$ cat config.mk
export PLATFORM = sky130hd
export DESIGN_NAME = iommu_flat_xlate
export DESIGN_NICKNAME = d
export VERILOG_FILES = /design/src/rtl/iommu_flat_pkg.sv /design/src/rtl/iommu_flat_regs.sv /design/src/rtl/iommu_flat_tlb.sv /design/src/rtl/iommu_flat_walk.sv /design/src/rtl/iommu_flat_xlate.sv
export SDC_FILE = /design/constraint.sdc
export NUM_CORES = 1
export LEC_CHECK = 0
export ABC_CLOCK_PERIOD_IN_PS = 7000
export BUFFER_PORTS_ARGS = -buffer_cell sky130_fd_sc_hd__buf_4
export CORE_MARGIN = 1.5
export CORE_UTILIZATION = 65
export CTS_CLUSTER_SIZE = 16
export DETAILED_ROUTE_END_ITERATION = 10
export PLACE_DENSITY = 0.86
export SLEW_MARGIN = 5
export SYNTH_ARGS = -nofsm -noshare
export SYNTH_HDL_FRONTEND = slang
export SYNTH_HIERARCHICAL = 1
export SYNTH_SLANG_ARGS = --single-unit
$ cat constraint.sdc
create_clock -name clk -period 7 [get_ports clk]
set_clock_uncertainty 0.05 [all_clocks]
set_input_delay 0 -clock clk [delete_from_list [all_inputs] [get_ports clk]]
set_output_delay 0 -clock clk [all_outputs]
set_load 0.01 [all_outputs]
$ cat src/rtl/iommu_flat_pkg.sv
package iommu_flat_pkg;

  localparam int PAGE_SHIFT = 12;
  localparam int VPN_W      = 32 - PAGE_SHIFT;
  localparam int DESC_VALID = 1;

  localparam logic [2:0] RA_BASE  = 3'd0;
  localparam logic [2:0] RA_SEL   = 3'd1;
  localparam logic [2:0] RA_START = 3'd2;
  localparam logic [2:0] RA_END   = 3'd3;
  localparam logic [2:0] RA_CMD   = 3'd4;
  localparam logic [2:0] RA_DONE  = 3'd5;
  localparam logic [2:0] RA_PROT  = 3'd6;

  localparam logic [31:0] CMD_RANGE = 32'd1;
  localparam logic [31:0] CMD_ALL   = 32'd2;

  typedef enum logic [1:0] {W_IDLE, W_LOOK, W_FETCH} walk_st_e;

  function automatic logic [31:0] desc_addr(input logic [31:0] base,
                                            input logic [VPN_W-1:0] vpn);
    return base + {{(32-VPN_W-2){1'b0}}, vpn, 2'b00};
  endfunction

  function automatic logic [31:0] join_pa(input logic [VPN_W-1:0] pfn,
                                          input logic [PAGE_SHIFT-1:0] off);
    return {pfn, off};
  endfunction

  function automatic logic in_window(input logic [VPN_W-1:0] vpn,
                                     input logic [VPN_W-1:0] lo,
                                     input logic [VPN_W-1:0] hi);
    return (vpn >= lo) && (vpn <= hi);
  endfunction

endpackage

$ cat src/rtl/iommu_flat_regs.sv
module iommu_flat_regs
  import iommu_flat_pkg::*;
#(
  parameter int PROT_ALIGN = 128
) (
  input  logic             clk,
  input  logic             rst_n,
  input  logic             we,
  input  logic [2:0]       addr,
  input  logic [31:0]      wdata,
  input  logic             inv_done,
  output logic [31:0]      rdata,
  output logic [31:0]      base_q,
  output logic [31:0]      prot_q,
  output logic [VPN_W-1:0] lo_vpn,
  output logic [VPN_W-1:0] hi_vpn,
  output logic             done_flag,
  output logic             cmd_all,
  output logic             cmd_range
);
  localparam logic [31:0] PROT_MASK = ~(32'(PROT_ALIGN) - 32'd1);

  logic [1:0]  sel_q;
  logic [31:0] start_q, end_q;
  logic        armed;

  assign armed     = (sel_q == 2'b11);
  assign cmd_all   = we && (addr == RA_CMD) && (wdata == CMD_ALL)   && armed;
  assign cmd_range = we && (addr == RA_CMD) && (wdata == CMD_RANGE) && armed;
  assign lo_vpn    = start_q[31:PAGE_SHIFT];
  assign hi_vpn    = end_q[31:PAGE_SHIFT];

  always_ff @(posedge clk or negedge rst_n) begin
    if (!rst_n) begin
      base_q    <= '0;
      prot_q    <= '0;
      sel_q     <= '0;
      start_q   <= '0;
      end_q     <= '0;
      done_flag <= 1'b0;
    end else begin
      if (we) begin
        case (addr)
          RA_BASE:  base_q  <= wdata;
          RA_SEL:   sel_q   <= wdata[1:0];
          RA_START: start_q <= wdata;
          RA_END:   end_q   <= wdata;
          RA_PROT:  prot_q  <= wdata & PROT_MASK;
          RA_DONE:  if (wdata == 32'd0) done_flag <= 1'b0;
          default:  ;
        endcase
      end
      if (inv_done) done_flag <= 1'b1;
    end
  end

  always_comb begin
    case (addr)
      RA_BASE:  rdata = base_q;
      RA_SEL:   rdata = {30'd0, sel_q};
      RA_START: rdata = start_q;
      RA_END:   rdata = end_q;
      RA_DONE:  rdata = {31'd0, done_flag};
      RA_PROT:  rdata = prot_q;
      default:  rdata = '0;
    endcase
  end
endmodule

$ cat src/rtl/iommu_flat_tlb.sv
module iommu_flat_tlb
  import iommu_flat_pkg::*;
#(
  parameter int ENTRIES = 8
) (
  input  logic               clk,
  input  logic               rst_n,
  input  logic [VPN_W-1:0]   lkp_vpn,
  output logic               hit,
  output logic [VPN_W-1:0]   hit_pfn,
  output logic [ENTRIES-1:0] hit_vec,
  input  logic               fill_en,
  input  logic [VPN_W-1:0]   fill_vpn,
  input  logic [VPN_W-1:0]   fill_pfn,
  input  logic               cmd_all,
  input  logic               cmd_range,
  input  logic [VPN_W-1:0]   lo_vpn,
  input  logic [VPN_W-1:0]   hi_vpn,
  input  logic               walker_idle,
  output logic               busy,
  output logic               inv_active,
  output logic               inv_done
);
  localparam int IDX_W = $clog2(ENTRIES);
  localparam logic [IDX_W-1:0] LAST = IDX_W'(ENTRIES - 1);

  logic [ENTRIES-1:0] vld;
  logic [VPN_W-1:0]   tag_q [ENTRIES];
  logic [VPN_W-1:0]   pfn_q [ENTRIES];
  logic [IDX_W-1:0]   rr_ptr, walk_idx;
  logic [VPN_W-1:0]   lo_q, hi_q;
  logic               pend_all, pend_range, active, may_start;

  for (genvar i = 0; i < ENTRIES; i++) begin : g_cmp
    assign hit_vec[i] = vld[i] && (tag_q[i] == lkp_vpn);
  end

  assign hit = |hit_vec;

  always_comb begin
    hit_pfn = '0;
    for (int i = 0; i < ENTRIES; i++)
      if (hit_vec[i]) hit_pfn = hit_pfn | pfn_q[i];
  end

  assign busy       = pend_all || pend_range || active;
  assign inv_active = active;
  assign inv_done   = active && (walk_idx == LAST);
  assign may_start  = walker_idle && !active;

  always_ff @(posedge clk or negedge rst_n) begin
    if (!rst_n) begin
      vld        <= '0;
      rr_ptr     <= '0;
      walk_idx   <= '0;
      lo_q       <= '0;
      hi_q       <= '0;
      pend_all   <= 1'b0;
      pend_range <= 1'b0;
      active     <= 1'b0;
    end else begin
      if (may_start && pend_all) begin
        vld      <= '0;
        rr_ptr   <= '0;
        pend_all <= 1'b0;
      end else if (may_start && pend_range) begin
        active     <= 1'b1;
        walk_idx   <= '0;
        pend_range <= 1'b0;
      end
      if (active) begin
        if (in_window(tag_q[walk_idx], lo_q, hi_q)) vld[walk_idx] <= 1'b0;
        walk_idx <= walk_idx + 1'b1;
        if (walk_idx == LAST) active <= 1'b0;
      end
      if (fill_en) begin
        vld[rr_ptr] <= 1'b1;
        rr_ptr      <= (rr_ptr == LAST) ? '0 : rr_ptr + 1'b1;
      end
      if (cmd_all) pend_all <= 1'b1;
      if (cmd_range) begin
        pend_range <= 1'b1;
        lo_q       <= lo_vpn;
        hi_q       <= hi_vpn;
      end
    end
  end

  always_ff @(posedge clk) begin
    if (fill_en) begin
      tag_q[rr_ptr] <= fill_vpn;
      pfn_q[rr_ptr] <= fill_pfn;
    end
  end
endmodule

$ cat src/rtl/iommu_flat_walk.sv
module iommu_flat_walk
  import iommu_flat_pkg::*;
(
  input  logic             clk,
  input  logic             rst_n,
  input  logic             req_valid,
  input  logic [31:0]      req_iova,
  output logic             req_ready,
  output logic             resp_valid,
  output logic [31:0]      resp_pa,
  output logic             resp_fault,
  input  logic             tlb_busy,
  input  logic             hit,
  input  logic [VPN_W-1:0] hit_pfn,
  output logic [VPN_W-1:0] lkp_vpn,
  output logic             fill_en,
  output logic [VPN_W-1:0] fill_vpn,
  output logic [VPN_W-1:0] fill_pfn,
  input  logic [31:0]      base_q,
  input  logic [31:0]      prot_q,
  output logic             mem_req,
  output logic [31:0]      mem_addr,
  input  logic             mem_rvalid,
  input  logic [31:0]      mem_rdata,
  output logic             idle
);
  walk_st_e    st;
  logic [31:0] iova_q;
  logic        desc_ok;
  logic        unused_desc_bits;

  assign unused_desc_bits = ^{mem_rdata[PAGE_SHIFT-1:DESC_VALID+1], mem_rdata[DESC_VALID-1:0]};

  assign idle      = (st == W_IDLE);
  assign req_ready = idle && !tlb_busy;
  assign lkp_vpn   = iova_q[31:PAGE_SHIFT];
  assign mem_req   = (st == W_FETCH);
  assign mem_addr  = desc_addr(base_q, iova_q[31:PAGE_SHIFT]);
  assign desc_ok   = mem_rdata[DESC_VALID];
  assign fill_en   = mem_req && mem_rvalid && desc_ok;
  assign fill_vpn  = iova_q[31:PAGE_SHIFT];
  assign fill_pfn  = mem_rdata[31:PAGE_SHIFT];

  always_ff @(posedge clk or negedge rst_n) begin
    if (!rst_n) begin
      st         <= W_IDLE;
      iova_q     <= '0;
      resp_valid <= 1'b0;
      resp_pa    <= '0;
      resp_fault <= 1'b0;
    end else begin
      resp_valid <= 1'b0;
      case (st)
        W_IDLE: if (req_valid && req_ready) begin
          iova_q <= req_iova;
          st     <= W_LOOK;
        end
        W_LOOK: if (hit) begin
          resp_valid <= 1'b1;
          resp_fault <= 1'b0;
          resp_pa    <= join_pa(hit_pfn, iova_q[PAGE_SHIFT-1:0]);
          st         <= W_IDLE;
        end else begin
          st <= W_FETCH;
        end
        W_FETCH: if (mem_rvalid) begin
          resp_valid <= 1'b1;
          resp_fault <= !desc_ok;
          resp_pa    <= desc_ok ? join_pa(fill_pfn, iova_q[PAGE_SHIFT-1:0]) : prot_q;
          st         <= W_IDLE;
        end
        default: st <= W_IDLE;
      endcase
    end
  end
endmodule

$ cat src/rtl/iommu_flat_xlate.sv
module iommu_flat_xlate
  import iommu_flat_pkg::*;
#(
  parameter int TLB_ENTRIES = 8,
  parameter int PROT_ALIGN  = 128
) (
  input  logic        clk,
  input  logic        rst_n,
  input  logic        req_valid,
  input  logic [31:0] req_iova,
  output logic        req_ready,
  output logic        resp_valid,
  output logic [31:0] resp_pa,
  output logic        resp_fault,
  output logic        mem_req,
  output logic [31:0] mem_addr,
  input  logic        mem_rvalid,
  input  logic [31:0] mem_rdata,
  input  logic        reg_we,
  input  logic [2:0]  reg_addr,
  input  logic [31:0] reg_wdata,
  output logic [31:0] reg_rdata
);
  logic [31:0]            base_q, prot_q;
  logic [VPN_W-1:0]       lo_vpn, hi_vpn, lkp_vpn, hit_pfn, fill_vpn, fill_pfn;
  logic [TLB_ENTRIES-1:0] hit_vec;
  logic                   done_flag, cmd_all, cmd_range;
  logic                   hit, fill_en, tlb_busy, inv_active, inv_done, walker_idle;

  iommu_flat_regs #(.PROT_ALIGN(PROT_ALIGN)) regs_i (
    .clk(clk), .rst_n(rst_n), .we(reg_we), .addr(reg_addr), .wdata(reg_wdata),
    .inv_done(inv_done), .rdata(reg_rdata), .base_q(base_q), .prot_q(prot_q),
    .lo_vpn(lo_vpn), .hi_vpn(hi_vpn), .done_flag(done_flag),
    .cmd_all(cmd_all), .cmd_range(cmd_range)
  );

  iommu_flat_tlb #(.ENTRIES(TLB_ENTRIES)) tlb_i (
    .clk(clk), .rst_n(rst_n), .lkp_vpn(lkp_vpn), .hit(hit), .hit_pfn(hit_pfn),
    .hit_vec(hit_vec), .fill_en(fill_en), .fill_vpn(fill_vpn), .fill_pfn(fill_pfn),
    .cmd_all(cmd_all), .cmd_range(cmd_range), .lo_vpn(lo_vpn), .hi_vpn(hi_vpn),
    .walker_idle(walker_idle), .busy(tlb_busy), .inv_active(inv_active),
    .inv_done(inv_done)
  );

  iommu_flat_walk walk_i (
    .clk(clk), .rst_n(rst_n), .req_valid(req_valid), .req_iova(req_iova),
    .req_ready(req_ready), .resp_valid(resp_valid), .resp_pa(resp_pa),
    .resp_fault(resp_fault), .tlb_busy(tlb_busy), .hit(hit), .hit_pfn(hit_pfn),
    .lkp_vpn(lkp_vpn), .fill_en(fill_en), .fill_vpn(fill_vpn), .fill_pfn(fill_pfn),
    .base_q(base_q), .prot_q(prot_q), .mem_req(mem_req), .mem_addr(mem_addr),
    .mem_rvalid(mem_rvalid), .mem_rdata(mem_rdata), .idle(walker_idle)
  );
endmodule

* Word level (Yosys, flattened, before mapping)
Memory sizes are Yosys's and may differ from the RTL's. Cells that the tools add are included.
Storage, ports and cells: register bits after elaboration 249, memory bits (writable) 320, input bits 104, output and inout port bits 100, word-level logic and storage cells 170, memories 2
Cells by class: $add $sub $neg 3, $lt $le $gt $ge 6, equal/unequal tests 26, mux-type cells 52, bitwise operators 10, reductions and logical operators 52
Memories:
- tlb_i.pfn_q | words 8, width 20, read ports 8, clocked after memory_dff 0, wr ports 1, RTL line iommu_flat_tlb.sv:29 | logic [VPN_W-1:0] pfn_q [ENTRIES];
- tlb_i.tag_q | words 8, width 20, read ports 9, clocked after memory_dff 0, wr ports 1, RTL line iommu_flat_tlb.sv:28 | logic [VPN_W-1:0] tag_q [ENTRIES];
Operator list (number):
- 32-bit one-hot mux with 6 select lines | 1
- 20-bit == test | 8
- 20-bit two-way mux | 8
- 20-bit bitwise OR | 7
- 32-bit two-way mux | 3
- 32-bit one-hot mux with 2 select lines | 1
- 32-bit by 22-bit adder with 32-bit output | 1
- 32-bit by 1-bit == test with 1-bit output, second input constant | 1
- 32-bit by 2-bit == test with 1-bit output, second input constant | 1
- 32-bit zero test | 1
- 8-bit two-way mux | 4
- 1-bit logical AND | 24
- 1-bit two-way mux | 21
- 20-bit >= comparator | 1
- 20-bit <= comparator | 1
- 3-bit two-way mux | 6
- 2-bit AND reduction | 9
- 2-bit nonzero test | 8
- 3-bit == test, second input constant | 5
- 8-bit AND | 1
- 3-bit by 4-bit less-than comparator with 1-bit output, second input constant | 2
- 8-bit NOT | 1
- 8-bit bitwise OR | 1
- 8-bit OR reduction | 1
- 17 further kinds | 32

* Longest topological paths before layout
Gate-level depths: netlist (run 1). An unclocked memory read counts as a cell.
word-level depth 20, depth in mapped cells 18, gate-level depth less buffers 11

* Cells and area by module
Netlist (run 1), hierarchy kept.
Modules (own cells, without submodules):
- iommu_flat_tlb | times used 1, cells an instance 1197, area an instance 17289.1 µm², sequential area each 11035.6 µm²
- iommu_flat_regs | times used 1, cells an instance 448, area an instance 5908.2 µm², sequential area each 3103.0 µm²
- iommu_flat_walk | times used 1, cells an instance 535, area an instance 4883.4 µm², sequential area each 1701.6 µm²

* Worst setup path before layout (run 1)
OpenSTA, ideal clock, no wires.
kind flip-flop to flip-flop, start point reg walk_i.st[0], end point mem tlb_i/pfn_q[0][0] in the netlist's numbering, enable pin, library setup time 0.492 ns, arrival time 4.383 ns, required time 6.458 ns, setup slack 2.075 ns, cell stages (with the launch flop) 8, buffers on the path 2, period minus slack after synthesis 4.925 ns, cell sequence dfrtp_1 -> inv_1 -> ha_1 -> clkbuf_1 -> clkbuf_1 -> and3_1 -> nand2b_1 -> nor3_1
On the way: word-level cells in the longest chain between the ends 5
Ends and longest elaborated chain:
- from (decl) | RTL line iommu_flat_walk.sv:27 | walk_st_e st;
- from (signal assigned) | RTL line iommu_flat_walk.sv:46 | st <= W_IDLE;
- from (signal assigned) | RTL line iommu_flat_walk.sv:56 | st <= W_LOOK;
- from (signal assigned) | RTL line iommu_flat_walk.sv:62 | st <= W_IDLE;
- 2-bit == test | RTL line iommu_flat_walk.sv:37 | assign mem_req = (st == W_FETCH);
- net mem_req | RTL line iommu_flat_xlate.sv:15 | output logic mem_req,
- 1-bit logical AND (2 in a row) | RTL line iommu_flat_walk.sv:40 | assign fill_en = mem_req && mem_rvalid && desc_ok;
- net fill_en | RTL line iommu_flat_xlate.sv:28 | logic hit, fill_en, tlb_busy, inv_active, inv_done, walker_idle;
- 1-bit two-way mux | RTL line iommu_flat_tlb.sv:90 | if (fill_en) begin
- 1-bit two-way mux (not written as such) | RTL line iommu_flat_tlb.sv:92 | pfn_q[rr_ptr] <= fill_pfn;
- to (decl) | RTL line iommu_flat_tlb.sv:29
The timed path passes the listed nets, and every way through them passes these cells.

* Worst setup path in the final report (run 1)
start point reg walk_i.iova_q[30], end point reg walk_i.resp_pa[26]
On the way: elaborated cells on any way between the ends 36, those cells by class eq/ne (9); mux (10); bitwise (7); reduce/logical (10)
RTL lines:
- from (decl) | RTL line iommu_flat_walk.sv:28 | logic [31:0] iova_q;
- from (signal assigned) | RTL line iommu_flat_walk.sv:55 | iova_q <= req_iova;
- 20-bit == test | RTL line iommu_flat_tlb.sv:35 | assign hit_vec[i] = vld[i] && (tag_q[i] == lkp_vpn);
- 1-bit logical AND | RTL line iommu_flat_tlb.sv:35
- net hit_vec[5] | RTL line iommu_flat_xlate.sv:26 | logic [TLB_ENTRIES-1:0] hit_vec;
- 8-bit OR reduction | RTL line iommu_flat_tlb.sv:38 | assign hit = |hit_vec;
- net hit | RTL line iommu_flat_xlate.sv:28
- 2-bit != test (no source line)
- 3-bit AND reduction (no source line)
- to (signal assigned) | RTL line iommu_flat_walk.sv:61 | resp_pa <= join_pa(hit_pfn, iova_q[PAGE_SHIFT-1:0]);
- to (signal assigned) | RTL line iommu_flat_walk.sv:69 | resp_pa <= desc_ok ? join_pa(fill_pfn, iova_q[PAGE_SHIFT-1:0]) : prot_q;
- to (decl) | RTL line iommu_flat_walk.sv:10 | output logic [31:0] resp_pa,
The timed path passes the listed nets, and every way through them passes these cells. The select of a mux whose other input is x is not followed. A chain may end at the register's enable or synchronous reset.

==> impl_metrics.yaml, run 1 <==
synth:
  synth_top_area_share_pct: 34.22
  synth_compound_area_share_pct: 7.860
  synth-simple-area-share_pct: 9.214
  synth_edf_count: 320
  syn_inst: 2180
  synth-seq-cells: 569
  yosys.area.top_type: "edfxtp_1"
  avgSynthCellArea_um2: 12.88
  async_reset_ff_share_pct: 43.76
  yosysUniqueCellTypes: 79
  synthMuxAreaShare_pct: 11.60
  synth_ff_type: "edfxtp_1"
  synth-seq-area-share_pct: 56.41
  synth_area_um2: 28080
  synth_top_family_by_area: "multiplexers"
  synthAdderAreaFrac_pct: 3.057
  synth_warnings: 6
  synth_area_leaders: "edfxtp_1, dfrtp_1, mux2_2"
  synth_xor_area_share_pct: 5.770
worst_setup_path:
  cp_top_family: "simple AND/OR/NAND/NOR gates"
  cp.arrival_ps: 5400
  critPathSlowestCell: "dfrtp_1"
  critPathMaxFanout: 66
  critPathMaxStageDelay_ps: 860
  cp-end-kind: "flop"
  worstPathCellList: "xor2_1 -> nor4_1 -> and3_1 -> and2_1 -> nor4_1 -> nand2_1 -> inv_1 -> a21oi_1 -> nand2_2 -> nand2_1 -> o21ai_0"
  worstPathRequired_ps: 7400
  worst_setup_path_start_kind: "flop"
  path_buf_inv: 1
  setup.worst_path.class: "reg -> reg"
clocking:
  clock_latency_ps: 640
  cts_setup_buffers: 0
  clk_pin_slew_worst_paths_ps: 60
  cts.path.max_buffers: 3
  cts_root_buffer: "clkbuf_16"
  ctsResizeCount: 0
  cts_buffers: 55
  cts-htree-levels: 2
  cts_tree: "built"
  numClockSinks: 569
sta:
  setup_violations: 0
  fin_crit_sh_pct: 71.32
  fmax_mhz: 200.3
  max_slew.worst_pin.slew_ps: 1127
  rsz0062_at_grt: "false"
  final.setup.tns_ps: 0
  finalCriticalPeriod_ps: 4992
  finalHoldViolations: 0
  max-slew-margin-rel_pct: 24.63
  report.final.slew_viol_count: 0
floorplanning:
  die_y_um: 210.9
  initial_core_util_pct: 66.35
  fp-row-count: 75
  num_io_pins: 204
  design.core.area_um2: 42320
  dieArea_um2: 44460
  dieWidth_um: 210.9
final_layout:
  n_fill_cell: 2390
  design_area_um2: 31830
  final_cell_mix: "edfxtp_1, dfrtp_1, buf_4"
  nNetsFinal: 2510
  drive_above_1_share_pct: 21.64
  layout_commonest_cell: "edfxtp_1"
  area_growth_pct: 13.37
  fin_cells: 2962
global_routing:
  antenna_found_initial: 0
  use_met1_pct: 46.21
  grt-busiest-layer: "met2"
  grt_overflow: 0
  met2_usage_pct: 58.95
  grt_use_total_pct: 36.93
  grt_first_pass_wirelength_um: 121400
  grt_max_degree: 138
  grt.met3_usage_pct: 8.415
  grt_pass1_vias: 19901
detailed_routing:
  drtIter0Drc: 2606
  wire_per_inst_um: 27.38
  routed_via_density: 6.698
  drt_wl_total_um: 81100
  vias: 19839
  ant_nets: 0
  drt_first_pass_iters: 6
  drc: 0
placement:
  io_buffer_count: 192
  dpl-instance-area_um2: 29140
  gp_congestion: 0.9632
  placed_cells: 2768
  hpwl_um: 52170
hold_path:
  worstHoldPathType: "in -> async"
run_status:
  status: "complete, no violations"
run:
  drv_cap: 0
power:
  power.density_nw_per_um2: 346.0
  p_leak_nw: 12.43
  ir_drop_v: 0.0003960
sequential cells by signal (all words and copies together) (netlist names), 2 cells and up:
name / cells
tlb_i/pfn_q: 160
tlb_i/tag_q: 160
regs_i/base_q: 32
regs_i/end_q: 32
regs_i/start_q: 32
walk_i/iova_q: 32
walk_i/resp_pa: 32
regs_i/prot_q: 25
tlb_i/hi_q: 20
tlb_i/lo_q: 20
tlb_i/vld: 8
tlb_i/rr_ptr: 3
tlb_i/walk_idx: 3
regs_i/sel_q: 2
walk_i/st: 2
synthesized netlist by cell type (4+ instances only):
cell type,count
nand2b_1,12
and3_1,15
clkbuf_1,44
a21o_1,9
xor2_1,43
buf_2,34
a31oi_1,5
nand3_1,101
nand4_1,53
buf_6,19
mux2_1,73
a22oi_1,84
mux4_2,32
nor2b_1,9
and2_1,9
nor3_1,10
nor3b_1,4
nand3b_1,23
buf_4,121
o22ai_1,8
ha_1,67
o21ai_0,115
a211oi_1,5
o211ai_1,4
dfrtp_1,249
nand2_1,162
mux2i_1,43
inv_1,52
a2111oi_0,6
a221o_1,6
xnor2_1,142
nor2_1,36
a22oi_2,8
mux2_2,114
nor4_4,5
nor4_1,21
a21oi_1,56
buf_1,5
edfxtp_1,320
metrics by stage:
step	util (%)	setup WS [ps]	total power, mW	hold WS [ps]
floorplan	-	2075	6.818	-345.6
global placement	68.85	2417	7.780	124.0
detailed placement	68.85	2158	7.902	140.2
CTS	75.21	2188	10.87	0.7688
global route	75.21	1842	11.36	62.16
finish	75.22	2008	11.01	4.105
routing by layer:
metal  vias to the layer above  part of all wire, %
met5                         -                    0
met1                      9743                   35
met3                       308                   11
met4                         0                  6.6
li1                       8262                    -
met2                      1526                   47
kinds of logic after synthesis:
family	after synthesis
AO/OA/AOI/OAI	334
XOR/XNOR	185
adder cells (fa/ha/maj)	68
buffers and inverters	277
flip-flops	569
multiplexers	262
other	1
AND/OR/NAND/NOR	484
report_power, final:
| part | internal, mW | switching, mW | total [mW] |
|---|---|---|---|
| Clock | 1.63 | 1.32 | 2.95 |
| Combinational | 1.44 | 1.86 | 3.30 |
| Sequential | 4.11 | 0.654 | 4.76 |
path summary, 6_finish.rpt:
check / slack [ps] / from / cells after the start / to
hold reg to reg: 430 / walk_i/resp_pa[2] / 2 / walk_i/resp_pa[2]
setup / recovery: 2010 / walk_i/iova_q[30] / 11 / walk_i/resp_pa[26]
setup reg to reg: 2010 / walk_i/iova_q[30] / 11 / walk_i/resp_pa[26]
min in group clk: 20 / mem_rdata[1] / 5 / walk_i/resp_pa[25]
hold / removal: 4 / rst_n / 2 / walk_i/iova_q[29]
max in group asynchronous: 5330 / rst_n / 3 / tlb_i/walk_idx[0]
layout make-up:
cell class              instances  area [um2]  area share [%]
diodes                          1       2.502        0.007861
clock buffers                  80        1595           5.011
clock inverters                23       195.2          0.6131
inverters                      52       195.2          0.6131
multi-input cells            1340       10650           33.45
flip-flops and latches        569       15840           49.76
well taps                     577       721.9           2.268
repair buffers                320        2635           8.277
timing repair:
action                                 CTS  global route
endpoints found under the hold margin  478             0
setup endpoints to repair                0             0
hold buffers                            90             0
worst reg2reg max path: cells and delay by family, from the launching register on:
kind,cells,cell delay (ps)
and+or+nand+nor,7,3300
DFF,1,860
AOI/OAI and AO/OA,2,340
xor gates and xnor gates,1,190
buffers and inverters,1,90
Note: power is estimated with default switching activity, not from simulation.
==> run 2: changes to the inputs <==
--- a/config.mk
+++ b/config.mk
@@ -5,13 +5,13 @@
 export SDC_FILE = /design/constraint.sdc
 export NUM_CORES = 1
 export LEC_CHECK = 0
-export ABC_CLOCK_PERIOD_IN_PS = 7000
+export ABC_CLOCK_PERIOD_IN_PS = 4200
 export BUFFER_PORTS_ARGS = -buffer_cell sky130_fd_sc_hd__buf_4
 export CORE_MARGIN = 1.5
-export CORE_UTILIZATION = 65
+export CORE_UTILIZATION = 55
 export CTS_CLUSTER_SIZE = 16
 export DETAILED_ROUTE_END_ITERATION = 10
-export PLACE_DENSITY = 0.86
+export PLACE_DENSITY = 0.78
 export SLEW_MARGIN = 5
 export SYNTH_ARGS = -nofsm -noshare
 export SYNTH_HDL_FRONTEND = slang
==> constraint.sdc (replaced) <==
create_clock -name clk -period 4.2 [get_ports clk]
set_clock_uncertainty 0.05 [all_clocks]
set_input_delay 0 -clock clk [delete_from_list [all_inputs] [get_ports clk]]
set_output_delay 0 -clock clk [all_outputs]
set_load 0.01 [all_outputs]
==> run 2 against run 1 <==
  * Routed wire length is 0.82% lower
  * Largest cell class unchanged
  * Clock-buffer cell count down 8
  * Utilization is 11 points lower
==> impl_metrics.yaml, run 2 (synthesized netlist as in run 1, its figures left out) <==
run_status:
  status: "complete, no violations"
worst_setup_path:
  critPathMaxFanout: 18
  worst_setup_path_start_kind: "flop"
  reg2reg_depth: 10
  cp-end-kind: "output port"
  cp_top_family: "compound AO/OA/AOI/OAI gates"
  path_buf_inv: 1
  worstPathRequired_ps: 4150
  critPathMaxStageDelay_ps: 700
  r2r_end: "tlb_i/vld[2]"
  cp.arrival_ps: 3950
  critPathSlowestCell: "dfrtp_1"
  setup.worst_path.class: "reg -> out"
  r2r_slack_ps: 480
  r2r-start: "tlb_i/walk_idx[1]"
  worstPathCellList: "ha_1 -> nand4_1 -> nor3_2 -> nor3b_1 -> a21oi_1 -> a311oi_1 -> xor2_1 -> buf_4"
placement:
  io_buffer_count: 192
  placed_cells: 2896
  hpwl_um: 54660
  gp_congestion: 0.9350
final_layout:
  nNetsFinal: 2548
  final_cell_mix: "edfxtp_1, buf_4, dfrtp_1"
  fin_cells: 3098
  area_growth_pct: 15.32
  drive_above_1_share_pct: 22.61
  layout_commonest_cell: "edfxtp_1"
  top_regs: "tlb_i/pfn_q x160, tlb_i/tag_q x160"
detailed_routing:
  met3_length_um: 7017
  ant_nets: 0
  drc: 0
  drtIter0Drc: 2066
  dr_wl_met2_um: 38060
  vias: 19374
  wire_per_inst_um: 25.96
  drt_first_pass_iters: 9
  top_layer_used: "met4"
  m1WireLength_um: 31160
  drt_wl_total_um: 80430
  routed_via_density: 6.254
clocking:
  clk_pin_slew_worst_paths_ps: 60
  cts-htree-levels: 2
  cts_setup_buffers: 0
  ctsResizeCount: 0
  cts_root_buffer: "clkbuf_16"
  cts_tree: "built"
  clock_latency_ps: 650
  cts_buffers: 56
  cts.path.max_buffers: 3
  numClockSinks: 569
hold_path:
  worstHoldPathType: "in -> reg"
  min_to: "walk_i/iova_q[13]"
  hold_path.startpoint: "req_iova[13]"
  hold_depth: 3
global_routing:
  grt_use_total_pct: 30.72
  grt_overflow: 0
  grt_pass1_vias: 19400
  grt_first_pass_wirelength_um: 121700
  antenna_found_initial: 2
  grt_max_degree: 93
power:
  combPwrFrac_pct: 30.2
  power.density_nw_per_um2: 567.8
  power.internal_mw: 12.01
  p_sw_mw: 6.376
  clkPwrFrac_pct: 26.9
  p_sw_share_pct: 34.67
  p_leak_nw: 12.63
  power_frac_seq_pct: 42.9
  ir_drop_v: 0.0005344
sta:
  fin_crit_sh_pct: 95.23
  finalHoldViolations: 0
  rsz0062_at_grt: "false"
  finalCriticalPeriod_ps: 4000
  final.setup.tns_ps: 0
  setup_violations: 0
  fmax_mhz: 250.0
  max-slew-margin-rel_pct: 25.78
  report.final.slew_viol_count: 0
  max_slew.worst_pin.slew_ps: 1113
floorplanning:
  design.core.area_um2: 50270
  dieWidth_um: 229.0
  fp-row-count: 82
  initial_core_util_pct: 55.86
  die_y_um: 229.0
  num_io_pins: 204
  dieArea_um2: 52420
run:
  drv_cap: 0
## run 2: cell count changes in the layout (fill, tap and decap cells not counted), sizes merged
| cell | delta |
|---|---|
| diode | +1 |
| buf | +34 |
| clkinv | +9 |
| clkbuf | -8 |
| inv | +1 |
| dlygate4sd3 | +3 |
| bufinv | +2 |
| clkinvlp | -1 |
## run 2: tightest hold or removal path: stages
cell           delay (ps)
dlygate4sd3_1         530
buf_4                 100
mux2_2                120
## run 2: cell type report
class	count	area, um2
antenna	2	5.005
clock buffer	72	1491
clock inverter	34	312.8
fill	3593	17890
inverter	52	195.2
multi-input combinational	1340	10640
sequential	569	15840
tap	672	840.8
timing repair buffer	357	3053
## run 2: repair_timing
item,CTS,global route
hold endpoints to repair,449,0
setup endpoints to repair,0,0
hold buffers,94,0
## run 2: worst max-delay path by stage
| stage | start | endpoint | slack, ps | cells past startpoint |
|---|---|---|---|---|
| finish | walk_i/iova_q[25] | mem_addr[31] | 200 | 8 |
| global route | walk_i/iova_q[25] | mem_addr[31] | 60 | 8 |
| CTS | walk_i/iova_q[25] | mem_addr[31] | 270 | 8 |
| detailed placement | tlb_i/walk_idx[1] | tlb_i/vld[3] | 570 | 10 |
| global placement | tlb_i/walk_idx[1] | tlb_i/vld[2] | 650 | 10 |
| floorplan | walk_i/st[0] | tlb_i/vld[5] | 340 | 9 |
## run 2: power groups by stage
| stage | Clock, mW | Sequential [mW] | Combinational, mW |
|---|---|---|---|
| 2_1_floorplan | 0 | 7.40 | 3.97 |
| 3_3_place_gp | 0 | 7.91 | 5.21 |
| 3_5_place_dp | 0 | 7.97 | 5.32 |
| 4_1_cts | 4.97 | 7.86 | 5.45 |
| 5_1_grt | 5.21 | 7.97 | 5.93 |
| 6_report | 4.94 | 7.90 | 5.55 |
## run 2: metal layers
layer  vias up  GRT usage [%]
met1      9723          40.07
met3       208          5.377
li1       8338              -
met2      1105          49.73
met5         -              0
met4         0          15.42
## run 2: per-stage QoR
step	total power, mW	area [um2]	setup slack [ps]	hold slack [ps]	utilization [%]
3_5_place_dp	13.30	29610	566.2	24.94	58.91
3_3_place_gp	13.12	29610	645.2	17.98	58.91
6_report	18.39	32380	200.3	95.14	64.41
5_1_grt	19.11	32380	58.58	86.66	64.41
2_1_floorplan	11.37	28110	344.1	-345.6	-
4_1_cts	18.29	32380	266.9	75.14	64.40
==> run 3: changes to the inputs <==
--- a/config.mk
+++ b/config.mk
@@ -7,7 +7,6 @@
 export LEC_CHECK = 0
 export ABC_CLOCK_PERIOD_IN_PS = 4200
 export BUFFER_PORTS_ARGS = -buffer_cell sky130_fd_sc_hd__buf_4
-export CORE_MARGIN = 1.5
 export CORE_UTILIZATION = 55
 export CTS_CLUSTER_SIZE = 16
 export DETAILED_ROUTE_END_ITERATION = 10
==> run 3 against run 2 <==
  * Sequential share of layout area barely moved
  * Maximum frequency shrank 1.5%
  * Worst hold slack lost 71 ps
  * Sequential cell count stayed put
  * Utilization is essentially flat
  * Via count is 0.11% higher
  * Clock-buffer cell count rose by 4
  * Combinational power decreased by 2%
  * Critical path depth rose by 1
==> impl_metrics.yaml, run 3 (synthesized netlist as in run 1, its figures left out) <==
run_status:
  status: "complete, no violations"
clocking:
  cts_setup_buffers: 0
  clk_pin_slew_worst_paths_ps: 60
  numClockSinks: 569
  cts-htree-levels: 2
  cts_buffers: 54
  clock_latency_ps: 640
  cts_root_buffer: "clkbuf_16"
  cts.path.max_buffers: 3
  cts_tree: "built"
global_routing:
  grt_pass1_vias: 19578
  grt_use_total_pct: 31.19
  grt_overflow: 0
  grt_max_degree: 111
  grt_first_pass_wirelength_um: 122200
  antenna_found_initial: 1
final_layout:
  drive_above_1_share_pct: 22.42
  postLayoutCoreUtil_pct: 64.42
  fin_cells: 3085
  top_regs: "tlb_i/pfn_q x160, tlb_i/tag_q x160"
  layout_commonest_cell: "edfxtp_1"
  area_growth_pct: 15.33
  final_cell_mix: "edfxtp_1, buf_4, dfrtp_1"
  nNetsFinal: 2540
  antenna_cells: 0
sta:
  rsz0062_at_grt: "false"
  setup_violations: 0
  report.final.slew_viol_count: 0
  max_slew.worst_pin.slew_ps: 1163
  finalCriticalPeriod_ps: 4062
  fin_crit_sh_pct: 96.72
  fin_ws_ps: 137.6
  max-slew-margin-rel_pct: 22.22
  finalHoldViolations: 0
  final.setup.tns_ps: 0
  fmax_mhz: 246.2
detailed_routing:
  drc: 0
  drt_wl_total_um: 81140
  vias: 19396
  drtIter0Drc: 2314
  ant_nets: 0
  drt_first_pass_iters: 6
  wire_per_inst_um: 26.30
  routed_via_density: 6.287
floorplanning:
  fp-row-count: 82
  dieArea_um2: 51960
  die_y_um: 228.0
  initial_core_util_pct: 55.86
  dieWidth_um: 228.0
  design.core.area_um2: 50270
  num_io_pins: 204
worst_setup_path:
  critPathSlowestCell: "a311oi_1"
  cp_top_family: "compound AO/OA/AOI/OAI gates"
  crit_start: "walk_i/iova_q[25]"
  worstPathCellList: "buf_4 -> ha_1 -> nand4_1 -> nor3_2 -> nor3b_1 -> a21oi_1 -> a311oi_1 -> xor2_1 -> buf_4"
  critPathMaxFanout: 14
  cp.arrival_ps: 4010
  critPathMaxStageDelay_ps: 730
  crit_path_frequent_cell: "buf_4"
  worst_setup_path_start_kind: "flop"
  worstPathRequired_ps: 4150
  r2r-start: "tlb_i/walk_idx[1]"
  setup.worst_path.class: "reg -> out"
  cp-end-kind: "output port"
  path_buf_inv: 2
hold_path:
  worstHoldPathType: "in -> reg"
  hold_path.startpoint: "mem_rdata[1]"
power:
  p_total_mw: 18.59
  p_leak_nw: 12.63
  ir_drop_v: 0.0005903
  power.density_nw_per_um2: 574.1
run:
  drv_cap: 0
placement:
  placed_cells: 2891
  hpwl_um: 55210
  gp_congestion: 0.9843
  pre_cts_ws_ps: 360.1
  io_buffer_count: 192
## run 3: cell count changes in the layout (fill, tap and decap cells not counted), moves of 2 or more
cell and delta:
bufinv_16 +3, clkinv_2 -4, buf_4 -5, clkbuf_8 +3, clkinv_4 -2, diode_2 -2, clkinv_1 -4, clkinvlp_4 -2
## run 3: what timing repair did
| action | 4_1_cts | 5_1_grt |
|---|---|---|
| resized for setup | 0 | 0 |
| setup endpoints to repair | 0 | 0 |
| hold buffers | 93 | 0 |
| hold endpoints to repair | 428 | 0 |
## run 3: power by group
group,leakage (nW),internal (mW),switching [mW]
logic,5.93,2.46,2.97
registers,5.79,6.84,1.20
clock network,0.911,2.94,2.18
total,12.6,12.2,6.35
## run 3: stage by stage
stage / hold slack (ps) / instance area (um2)
final: 23.68 / 32380
after global routing: 64.22 / 32380
after CTS: 7.227 / 32380
after detailed placement: 11.33 / 29580
after global placement: -3.971 / 29580
after floorplan: -345.6 / 28110
## run 3: routing by layer
metal	vias up	global-route usage (%)	wire, um
li1	8298	-	-
met1	9690	41.02	30690
met2	1210	50.92	38590
met3	196	5.087	7913
met4	2	14.47	3940
met5	-	0	13
## run 3: final timing paths
kind | to | slack [ps] | depth (start not counted)
min in group asynchronous | walk_i/iova_q[19] | 510 | 4
setup reg to reg | tlb_i/vld[4] | 260 | 10
setup / recovery | mem_addr[31] | 140 | 9
hold / removal | walk_i/resp_pa[28] | 20 | 5
hold reg to reg | walk_i/resp_pa[13] | 430 | 2
max in group asynchronous | tlb_i/lo_q[7] | 3000 | 4
## run 3: worst reg2reg max path, delay by kind of cell (launching register included)
family          cells  cell delay (ps)
fa+ha+maj           1              320
buf+inv             1              300
compound gates      5             1530
flops               1              800
mux                 2              680
simple gates        1              100
## run 3: layout make-up
type	count	area [um2]
Inverter	52	195.2
Tap cell	672	840.8
Sequential cell	569	15840
Multi-Input combinational cell	1340	10640
Timing Repair Buffer	351	3005
Clock buffer	76	1536
Fill cell	3618	17890
Clock inverter	25	322.8
